`src/rtl/ctl_mbox_pkg.sv`:
```
// Shared constants and types for the control cell transmit mailbox.
// Assumes an 8-bit register data path and a 2-bit register address.
package ctl_mbox_pkg;

    localparam int REG_W = 8;

    // Register addresses on the processor port
    localparam logic [1:0] REG_CTL  = 2'd0;
    localparam logic [1:0] REG_CLR  = 2'd1;
    localparam logic [1:0] REG_IEN  = 2'd2;

    // Bit positions shared by the clear and enable registers
    localparam int FLG_SENT = 0;
    localparam int FLG_ACK  = 1;
    localparam int FLG_NAK  = 2;

    // Bit position of the go bit in the control register
    localparam int CTL_GO = 0;

    typedef enum logic [1:0] {
        SND_IDLE = 2'd0,
        SND_WAIT = 2'd1,
        SND_XFER = 2'd2
    } snd_state_t;

endpackage

```
`src/rtl/ctl_cell_buf.sv`:
```
// Single-cell byte buffer.
// Stores CELL_BYTES bytes written by the processor and drops any write
// while lock is high or when the index lies past the last byte.
// Read is combinational, so the byte at rd_idx is valid in the same cycle.
// Assumes rd_idx never exceeds CELL_BYTES-1.
module ctl_cell_buf #(
    parameter int CELL_BYTES = 56,
    parameter int DATA_W     = 8,
    parameter int IDX_W      = 6
) (
    input  logic              clk,
    input  logic              rst_n,
    input  logic              wr_en,
    input  logic [IDX_W-1:0]  wr_idx,
    input  logic [DATA_W-1:0] wr_data,
    input  logic              lock,
    input  logic [IDX_W-1:0]  rd_idx,
    output logic [DATA_W-1:0] rd_data
);
    localparam logic [IDX_W-1:0] LAST_IDX = IDX_W'(CELL_BYTES - 1);

    logic [DATA_W-1:0] mem [CELL_BYTES];
    logic              wr_ok;

    // Accept a write only when unlocked and the index is in range
    assign wr_ok = wr_en && !lock && (wr_idx <= LAST_IDX);

    // Store one byte per accepted write
    always_ff @(posedge clk) begin
        if (wr_ok) begin
            mem[wr_idx] <= wr_data;
        end
    end

    // Present the byte selected by the sender
    assign rd_data = mem[rd_idx];

    // a locked write leaves the addressed byte unchanged
    a_r7_locked_write: assert property (@(posedge clk) disable iff (!rst_n)
        (lock && wr_en && (wr_idx <= LAST_IDX))
        |=> (mem[$past(wr_idx)] == $past(mem[wr_idx])));

endmodule

```
`src/rtl/ctl_cell_sender.sv`:
```
// Transmit sequencer for the control cell.
// IDLE waits for a go request. WAIT holds until no data cells are pending.
// XFER walks the byte index upward, advancing on each accepted handshake.
// A go request outside IDLE is ignored. done pulses on the final handshake,
// in the same cycle as the return to IDLE.
module ctl_cell_sender
    import ctl_mbox_pkg::*;
#(
    parameter int CELL_BYTES = 56,
    parameter int IDX_W      = 6
) (
    input  logic             clk,
    input  logic             rst_n,
    input  logic             go,
    input  logic             data_pending,
    input  logic             bus_ready,
    output logic [IDX_W-1:0] rd_idx,
    output logic             bus_valid,
    output logic             bus_last,
    output logic             armed,
    output logic             done
);
    localparam logic [IDX_W-1:0] LAST_IDX = IDX_W'(CELL_BYTES - 1);

    snd_state_t       state;
    logic [IDX_W-1:0] idx;
    logic             at_last;

    assign at_last = (idx == LAST_IDX);

    // Sequence the mailbox through arm, wait and stream
    always_ff @(posedge clk) begin
        if (!rst_n) begin
            state <= SND_IDLE;
            idx   <= '0;
        end else begin
            case (state)
                SND_IDLE: begin
                    if (go) begin
                        state <= SND_WAIT;
                        idx   <= '0;
                    end
                end
                SND_WAIT: begin
                    if (!data_pending) begin
                        state <= SND_XFER;
                    end
                end
                SND_XFER: begin
                    if (bus_ready) begin
                        if (at_last) begin
                            state <= SND_IDLE;
                            idx   <= '0;
                        end else begin
                            idx <= idx + 1'b1;
                        end
                    end
                end
                default: state <= SND_IDLE;
            endcase
        end
    end

    // Decode outputs from the current state
    always_comb begin
        armed     = (state != SND_IDLE);
        bus_valid = (state == SND_XFER);
        bus_last  = bus_valid && at_last;
        done      = bus_valid && bus_ready && at_last;
        rd_idx    = idx;
    end

    // with data pending and no stream started, nothing is offered next cycle
    a_r3_wait_for_data: assert property (@(posedge clk) disable iff (!rst_n)
        (!bus_valid && data_pending) |=> !bus_valid);

    // an unaccepted byte stays offered at the same index
    a_r5_hold_offer: assert property (@(posedge clk) disable iff (!rst_n)
        (bus_valid && !bus_ready) |=> (bus_valid && $stable(rd_idx)));

    // a go request while armed never rewinds an active stream
    a_r8_no_restart: assert property (@(posedge clk) disable iff (!rst_n)
        (bus_valid && bus_ready && !bus_last && go) |=> (rd_idx == $past(rd_idx) + 1'b1));

endmodule

```
`src/rtl/ctl_cell_status.sv`:
```
// Sticky flags and interrupt mask for the mailbox.
// The sent, ack and nak flags are set by events and cleared by writing 1
// to the matching bit at the clear address. A set wins over a clear in
// the same cycle. irq is the OR of each flag ANDed with its enable bit.
module ctl_cell_status
    import ctl_mbox_pkg::*;
(
    input  logic             clk,
    input  logic             rst_n,
    input  logic             reg_we,
    input  logic [1:0]       reg_addr,
    input  logic [REG_W-1:0] reg_wdata,
    input  logic             set_sent,
    input  logic             set_ack,
    input  logic             set_nak,
    output logic [2:0]       flags,
    output logic             irq
);
    logic [2:0] ien;
    logic [2:0] set_vec;
    logic [2:0] clr_vec;

    // Gather the set events and the clear requests into flag-ordered vectors
    always_comb begin
        set_vec           = '0;
        set_vec[FLG_SENT] = set_sent;
        set_vec[FLG_ACK]  = set_ack;
        set_vec[FLG_NAK]  = set_nak;
        clr_vec = (reg_we && reg_addr == REG_CLR) ? reg_wdata[2:0] : 3'b000;
    end

    // Update the sticky flags, giving a set priority over a clear
    always_ff @(posedge clk) begin
        if (!rst_n) begin
            flags <= '0;
        end else begin
            flags <= set_vec | (flags & ~clr_vec);
        end
    end

    // Hold the interrupt enables written by the processor
    always_ff @(posedge clk) begin
        if (!rst_n) begin
            ien <= '0;
        end else if (reg_we && reg_addr == REG_IEN) begin
            ien <= reg_wdata[2:0];
        end
    end

    // Combine the enabled flags into one interrupt line
    assign irq = |(flags & ien);

    // a destination acknowledge is always recorded
    a_r9_ack_latched: assert property (@(posedge clk) disable iff (!rst_n)
        set_ack |=> flags[FLG_ACK]);

    // a destination refusal is always recorded
    a_r9_nak_latched: assert property (@(posedge clk) disable iff (!rst_n)
        set_nak |=> flags[FLG_NAK]);

    // a flag without a clear request stays set
    a_r9_sticky_nak: assert property (@(posedge clk) disable iff (!rst_n)
        (flags[FLG_NAK] && !clr_vec[FLG_NAK]) |=> flags[FLG_NAK]);

endmodule

```
`src/rtl/ctl_cell_tx_mailbox.sv`:
```
// Control cell transmit mailbox, top level.
// The processor fills a one-cell buffer, then writes the go bit.
// After any pending data cells, the cell streams out byte by byte.
// Completion sets a sticky sent flag and clears ready without processor
// action. Remote delivery outcomes are latched as maskable sticky flags.
// Assumes rmt_ack and rmt_nak are single-cycle pulses.
module ctl_cell_tx_mailbox
    import ctl_mbox_pkg::*;
#(
    parameter  int CELL_BYTES = 56,
    parameter  int DATA_W     = 8,
    localparam int IDX_W      = $clog2(CELL_BYTES)
) (
    input  logic              clk,
    input  logic              rst_n,
    input  logic              buf_we,
    input  logic [IDX_W-1:0]  buf_idx,
    input  logic [DATA_W-1:0] buf_wdata,
    input  logic              reg_we,
    input  logic [1:0]        reg_addr,
    input  logic [REG_W-1:0]  reg_wdata,
    output logic              cell_ready,
    output logic              cell_sent,
    output logic              dst_ack,
    output logic              dst_nak,
    output logic              irq,
    input  logic              data_pending,
    output logic              bus_valid,
    input  logic              bus_ready,
    output logic [DATA_W-1:0] bus_data,
    output logic              bus_last,
    input  logic              rmt_ack,
    input  logic              rmt_nak
);
    logic             go;
    logic             done;
    logic [IDX_W-1:0] rd_idx;
    logic [2:0]       flags;

    // Decode a go request from the control register write
    assign go = reg_we && (reg_addr == REG_CTL) && reg_wdata[CTL_GO];

    ctl_cell_buf #(
        .CELL_BYTES (CELL_BYTES),
        .DATA_W     (DATA_W),
        .IDX_W      (IDX_W)
    ) u_buf (
        .clk     (clk),
        .rst_n   (rst_n),
        .wr_en   (buf_we),
        .wr_idx  (buf_idx),
        .wr_data (buf_wdata),
        .lock    (cell_ready),
        .rd_idx  (rd_idx),
        .rd_data (bus_data)
    );

    ctl_cell_sender #(
        .CELL_BYTES (CELL_BYTES),
        .IDX_W      (IDX_W)
    ) u_snd (
        .clk          (clk),
        .rst_n        (rst_n),
        .go           (go),
        .data_pending (data_pending),
        .bus_ready    (bus_ready),
        .rd_idx       (rd_idx),
        .bus_valid    (bus_valid),
        .bus_last     (bus_last),
        .armed        (cell_ready),
        .done         (done)
    );

    ctl_cell_status u_sts (
        .clk       (clk),
        .rst_n     (rst_n),
        .reg_we    (reg_we),
        .reg_addr  (reg_addr),
        .reg_wdata (reg_wdata),
        .set_sent  (done),
        .set_ack   (rmt_ack),
        .set_nak   (rmt_nak),
        .flags     (flags),
        .irq       (irq)
    );

    // Expose the individual sticky flags
    assign cell_sent = flags[FLG_SENT];
    assign dst_ack   = flags[FLG_ACK];
    assign dst_nak   = flags[FLG_NAK];

    // the final handshake drops ready and raises sent together
    a_r6_complete: assert property (@(posedge clk) disable iff (!rst_n)
        (bus_valid && bus_ready && bus_last) |=> (!cell_ready && cell_sent && !bus_valid));

    // a go write on an idle mailbox arms it
    a_r2_arm: assert property (@(posedge clk) disable iff (!rst_n)
        go |=> cell_ready);

endmodule

```
`config.mk`:
```
export PLATFORM = sky130hd
export DESIGN_NAME = ctl_cell_tx_mailbox
export DESIGN_NICKNAME = d
export VERILOG_FILES = /design/src/rtl/ctl_mbox_pkg.sv /design/src/rtl/ctl_cell_buf.sv /design/src/rtl/ctl_cell_sender.sv /design/src/rtl/ctl_cell_status.sv /design/src/rtl/ctl_cell_tx_mailbox.sv
export SDC_FILE = /design/constraint.sdc
export NUM_CORES = 1
export LEC_CHECK = 0
export ABC_AREA = 1
export BUFFER_PORTS_ARGS = -buffer_cell sky130_fd_sc_hd__clkbuf_2
export CORE_ASPECT_RATIO = 2
export CORE_MARGIN = 3
export CORE_UTILIZATION = 58
export DETAILED_ROUTE_END_ITERATION = 8
export PLACE_DENSITY = 0.81
export SLEW_MARGIN = 5
export SYNTH_ARGS = -nofsm -noshare
export SYNTH_HDL_FRONTEND = slang
export SYNTH_SLANG_ARGS = --single-unit
```
`constraint.sdc`:
```
create_clock -name clk -period 4.6 [get_ports clk]
set_input_delay 0.46 -clock clk [delete_from_list [all_inputs] [get_ports clk]]
set_output_delay 0.46 -clock clk [all_outputs]
set_load 0.05 [all_outputs]
```
# Yosys cells after proc, flatten, opt, wreduce, memory -nomap -nowiden
# Memories as Yosys holds them, arrays and structs flattened. A register that Yosys moved wholly into a read port is not among the register bits.
# Cells that the tools add are included.
# word_totals
regBits,14
mem_bits_rw,448
input_bits,32
output_inout_bits,15
word_cells,51
memories,1
# mem_list
name,depth,word_bits,rd,rd_clocked_by_memory_dff,wr,line,rtl
u_buf.mem,56,8,1,1,1,ctl_cell_buf.sv:22,logic [DATA_W-1:0] mem [CELL_BYTES];
# classes
addsub,1
order_cmp,1
n_eq_ne,9
muxes,14
bitwise_logic,4
n_reduce_logical,17
# ops
op,count
$mux W6,5
$pmux W6 S2,1
$logic_and A1 B1 Y1,9
$mux W2,4
$add A6 B1 Y6 const B,1
$and A3 B3 Y3,2
$eq A6 B6 Y1 const B,1
$le A6 B6 Y1 const B,1
$pmux W2 S3,1
$eq A2 B1 Y1 const B,2
$eq A2 B2 Y1 const B,2
$logic_not A2 Y1,2
$ne A2 B1 Y1 const B,2
$ne A2 B2 Y1 const B,2
$reduce_and A4 Y1,1
$reduce_bool A2 Y1,2
$mux W3,1
$not A3 Y3,1
$or A3 B3 Y3,1
$reduce_and A3 Y1,1
$reduce_or A3 Y1,1
$mux W1,2
$logic_not A1 Y1,1

# Depth between registers and ports, before layout
# logic_depth
word_depth,7
depth_mapped,12
ltp_nobuf,10

# Hierarchy
# Synthesis repeated with hierarchy kept, for this count alone.
# unflattened
cells_unflattened,1741
hier_area_um2,19367.3
# modules_own_cells
module,n_inst,cells_per_inst,area_per_inst_um2,seq_area_each_um2
ctl_cell_buf,1,1628,18629.1,13452.9
ctl_cell_sender,1,73,454.2,160.2
ctl_cell_status,1,35,262.8,120.1
ctl_cell_tx_mailbox,1,5,21.3,0.0

# Worst setup path before layout
# OpenSTA, ideal clock, no wires.
# synth_path
kind,flip-flop to output port
start,register (tool-made name)
end,output bus_data[3]
t_arrival_ps,1498
t_required_ps,4140
slack_ps,2642
path_stages_with_launch,13
n_path_buf,3
cell_sequence,dfxtp_1 buf_6 inv_6 buf_8 buf_6 nand2_1 nand3_1 nand3_1 nand2_1 nand2_1 nand3_1 nand3_1 nand2_1
# synth_rtl
item,line,rtl
"end, declared",ctl_cell_tx_mailbox.sv:30,"output logic [DATA_W-1:0] bus_data,"

==> impl_results.md <==
- Layout cell share with drive strength beyond 1: 0.0709
- Final setup skew: 12.1 ps
- Setup violators final: 0
- Synth async-reset ratio: 0
- Slew Limit Fails: 0
- Clock Pin Slew Worst Setup and Hold Paths: 70 ps
- CP Class: flip-flop to output pin
- Initial DRC Count: 1598
- # clock sinks: 468
- Largest net degree at the start of global routing: 143
- Vias per cell: 5.88
- Setup tns final: 0 ps
- Total Wirelength: 45600 um
- Dpl cells: 2127
- Die outline width: 135 um
- Yosys reg bits: 468
- Fin crit share: 0.825
- CTS Buf Count: 38
- Post-Syn Area per Cell: 11.2 sq um
- Status: finished, final reports clean
- DRC: 0
- Worst hold start: rmt_ack
- CTS tree: yes
- Die area: 35800 sq um
- Nets: 1768
- H-tree depth: 2
- Mapped cell area: 19400 sq um
- Non-filler cells, final: 2194
- CP Max Fanout: 31
- Post-route minimum period: 3790 ps
- Post-cts resize count: 0
- Cell row count: 94
- Clock root buffer: clkbuf_16
- Fmax: 264 MHz
- Rel. slew slack: 0.183
- Core box area: 32900 sq um
- Area grow syn2layout: 8.45%
- Syn Inst Count: 1732
- Clock buffer depth: 3
- CP Capture Point: bus_data[2]
- Final Util: 0.639
- Design Power: 9.32 mW
- Starting Density: 0.589
- Setup bufs post-CTS: 0
- RSZ-0062 raised after global routing: no
- Boundary Pins: 47
- Synth Flop Type: edfxtp_1
- Hold Slack: 151 ps
- Gpl congestion: 0.956
- Min-Delay Path Class: input pin to flip-flop
- Fin. Hold Viols: 0
- Worst slew pin tran: 1230 ps
- Per-cell routed wire length: 20.8 um
- Arr. time, crit path: 3330 ps
- Gr ovfl total: 0
- FF-to-FF Start: u_snd.state[1]
- Most frequent cells in the layout: 525 x nand2_1, 448 x edfxtp_1, 338 x nand3_1, 125 x nor2_1, 92 x inv_1
- DP Wirelength: 27400 um
- Global-route usage over all layers: 0.257
- Router iterations before antenna repair: 8
- Synthesized Nets: 1765
- Commonest non-fill, non-tap cell in the layout: nand2_1
- Flop-to-flop setup slack: 1940 ps
- Pleak: 7.77 nW
- Reg2reg end: u_buf.mem[4][3]
- Crit path capture type: output pin
- First-pass GRT wire length: 70100 um
- Vias in the first global route: 12800
- Max Cap Violations: 0
- Chip height: 265 um
- Initial antenna violation count: 0
- # diodes: 0
- VDD IR-drop max: 0.000336 V
- Sequential fraction of the synthesis area: 0.714
- Cts hold-fix bufs: 0
- Required time of the critical path: 4140 ps
- Routed Antenna Nets: 0
- Pwr per Cell Area: 443 nW/um^2
- I/O Buffers: 41
- Reg2reg path depth: 5
- Yosys warnings: 0
- Via count: 12900
- Crit start category: flip-flop
- EDFF count, synth: 448
- Clock Latency Late Sink: 540 ps
- Yosys cell types: 31
[cell usage after synthesis, drive strengths merged (3+ instances only)]
cell      n  area (sq um)
buf      75           500
nand2   525          1970
a21oi     7          35.0
o22ai     8          50.1
clkbuf   19          75.1
o21ai    55           275
inv      96           365
nand3   339          1700
edfxtp  448         13500
nor2    125           469
dfxtp    20           400
nor3      3          15.0
[cells by family after synthesis]
| logic type | after synthesis | share of synthesized area |
|---|---|---|
| adder cells (fa/ha/maj) | 1 | 0.000644 |
| flip-flops | 468 | 0.714 |
| XOR/XNOR | 2 | 0.000903 |
| buffers and inverters | 190 | 0.0485 |
| AND/OR/NAND/NOR | 997 | 0.216 |
| AO/OA/AOI/OAI | 74 | 0.0202 |
[sequential cells by signal, summed over array words and instances (netlist names), named ones only]
| name | count |
|---|---|
| u_snd.state | 2 |
| u_sts.ien | 3 |
| u_snd.rd_idx | 6 |
| u_buf.mem | 448 |
| u_sts.flags | 3 |
[cell type report]
cell class / count / area [sq um]
well taps: 432 / 541
fillers: 2370 / 11900
inverters: 96 / 367
clock buffers: 46 / 1050
multi-input cells: 1074 / 4620
repair buffers: 57 / 375
clock inverters: 21 / 235
flip-flops and latches: 468 / 13900
[metal layers]
metal / GRT usage / part of all wire
met5: 0 / 0
met4: 0.181 / 0.084
met2: 0.449 / 0.52
met3: 0.0279 / 0.073
met1: 0.290 / 0.33
[worst min path at each step]
stage / end / slack [ps] / cells past startpoint
floorplan: u_sts.ien[0] / 470 / 2
global placement: u_sts.flags[2] / 480 / 2
detailed placement: u_sts.ien[0] / 480 / 2
CTS: u_sts.flags[1] / 130 / 3
global route: u_sts.flags[1] / 160 / 3
finish: u_sts.flags[1] / 150 / 3
[power breakdown]
part,switching [mW],leakage [nW],internal (mW),total (mW)
Clock,1.46,0.626,1.92,3.38
Combinational,0.929,2.95,0.312,1.24
Sequential,0.0166,4.19,4.69,4.71
[metrics by stage]
| stage | setup slack (ps) | area [sq um] |
|---|---|---|
| after global routing | 663 | 21100 |
| after detailed placement | 1440 | 19800 |
| after floorplan | 2640 | 19400 |
| final | 807 | 21100 |
| after global placement | 1470 | 19800 |
| after CTS | 869 | 21100 |
[worst max-delay path: stages, from the launching register on]
cell and delay [ps]:
dfxtp_4 600, clkinv_2 490, buf_4 410, nand3_1 130, nand3_1 180, nand2_1 220, nand2_1 70, nand3_1 180
nand3_1 100, nand2_1 120, clkbuf_2 290
(Power assumes the default switching activity.)
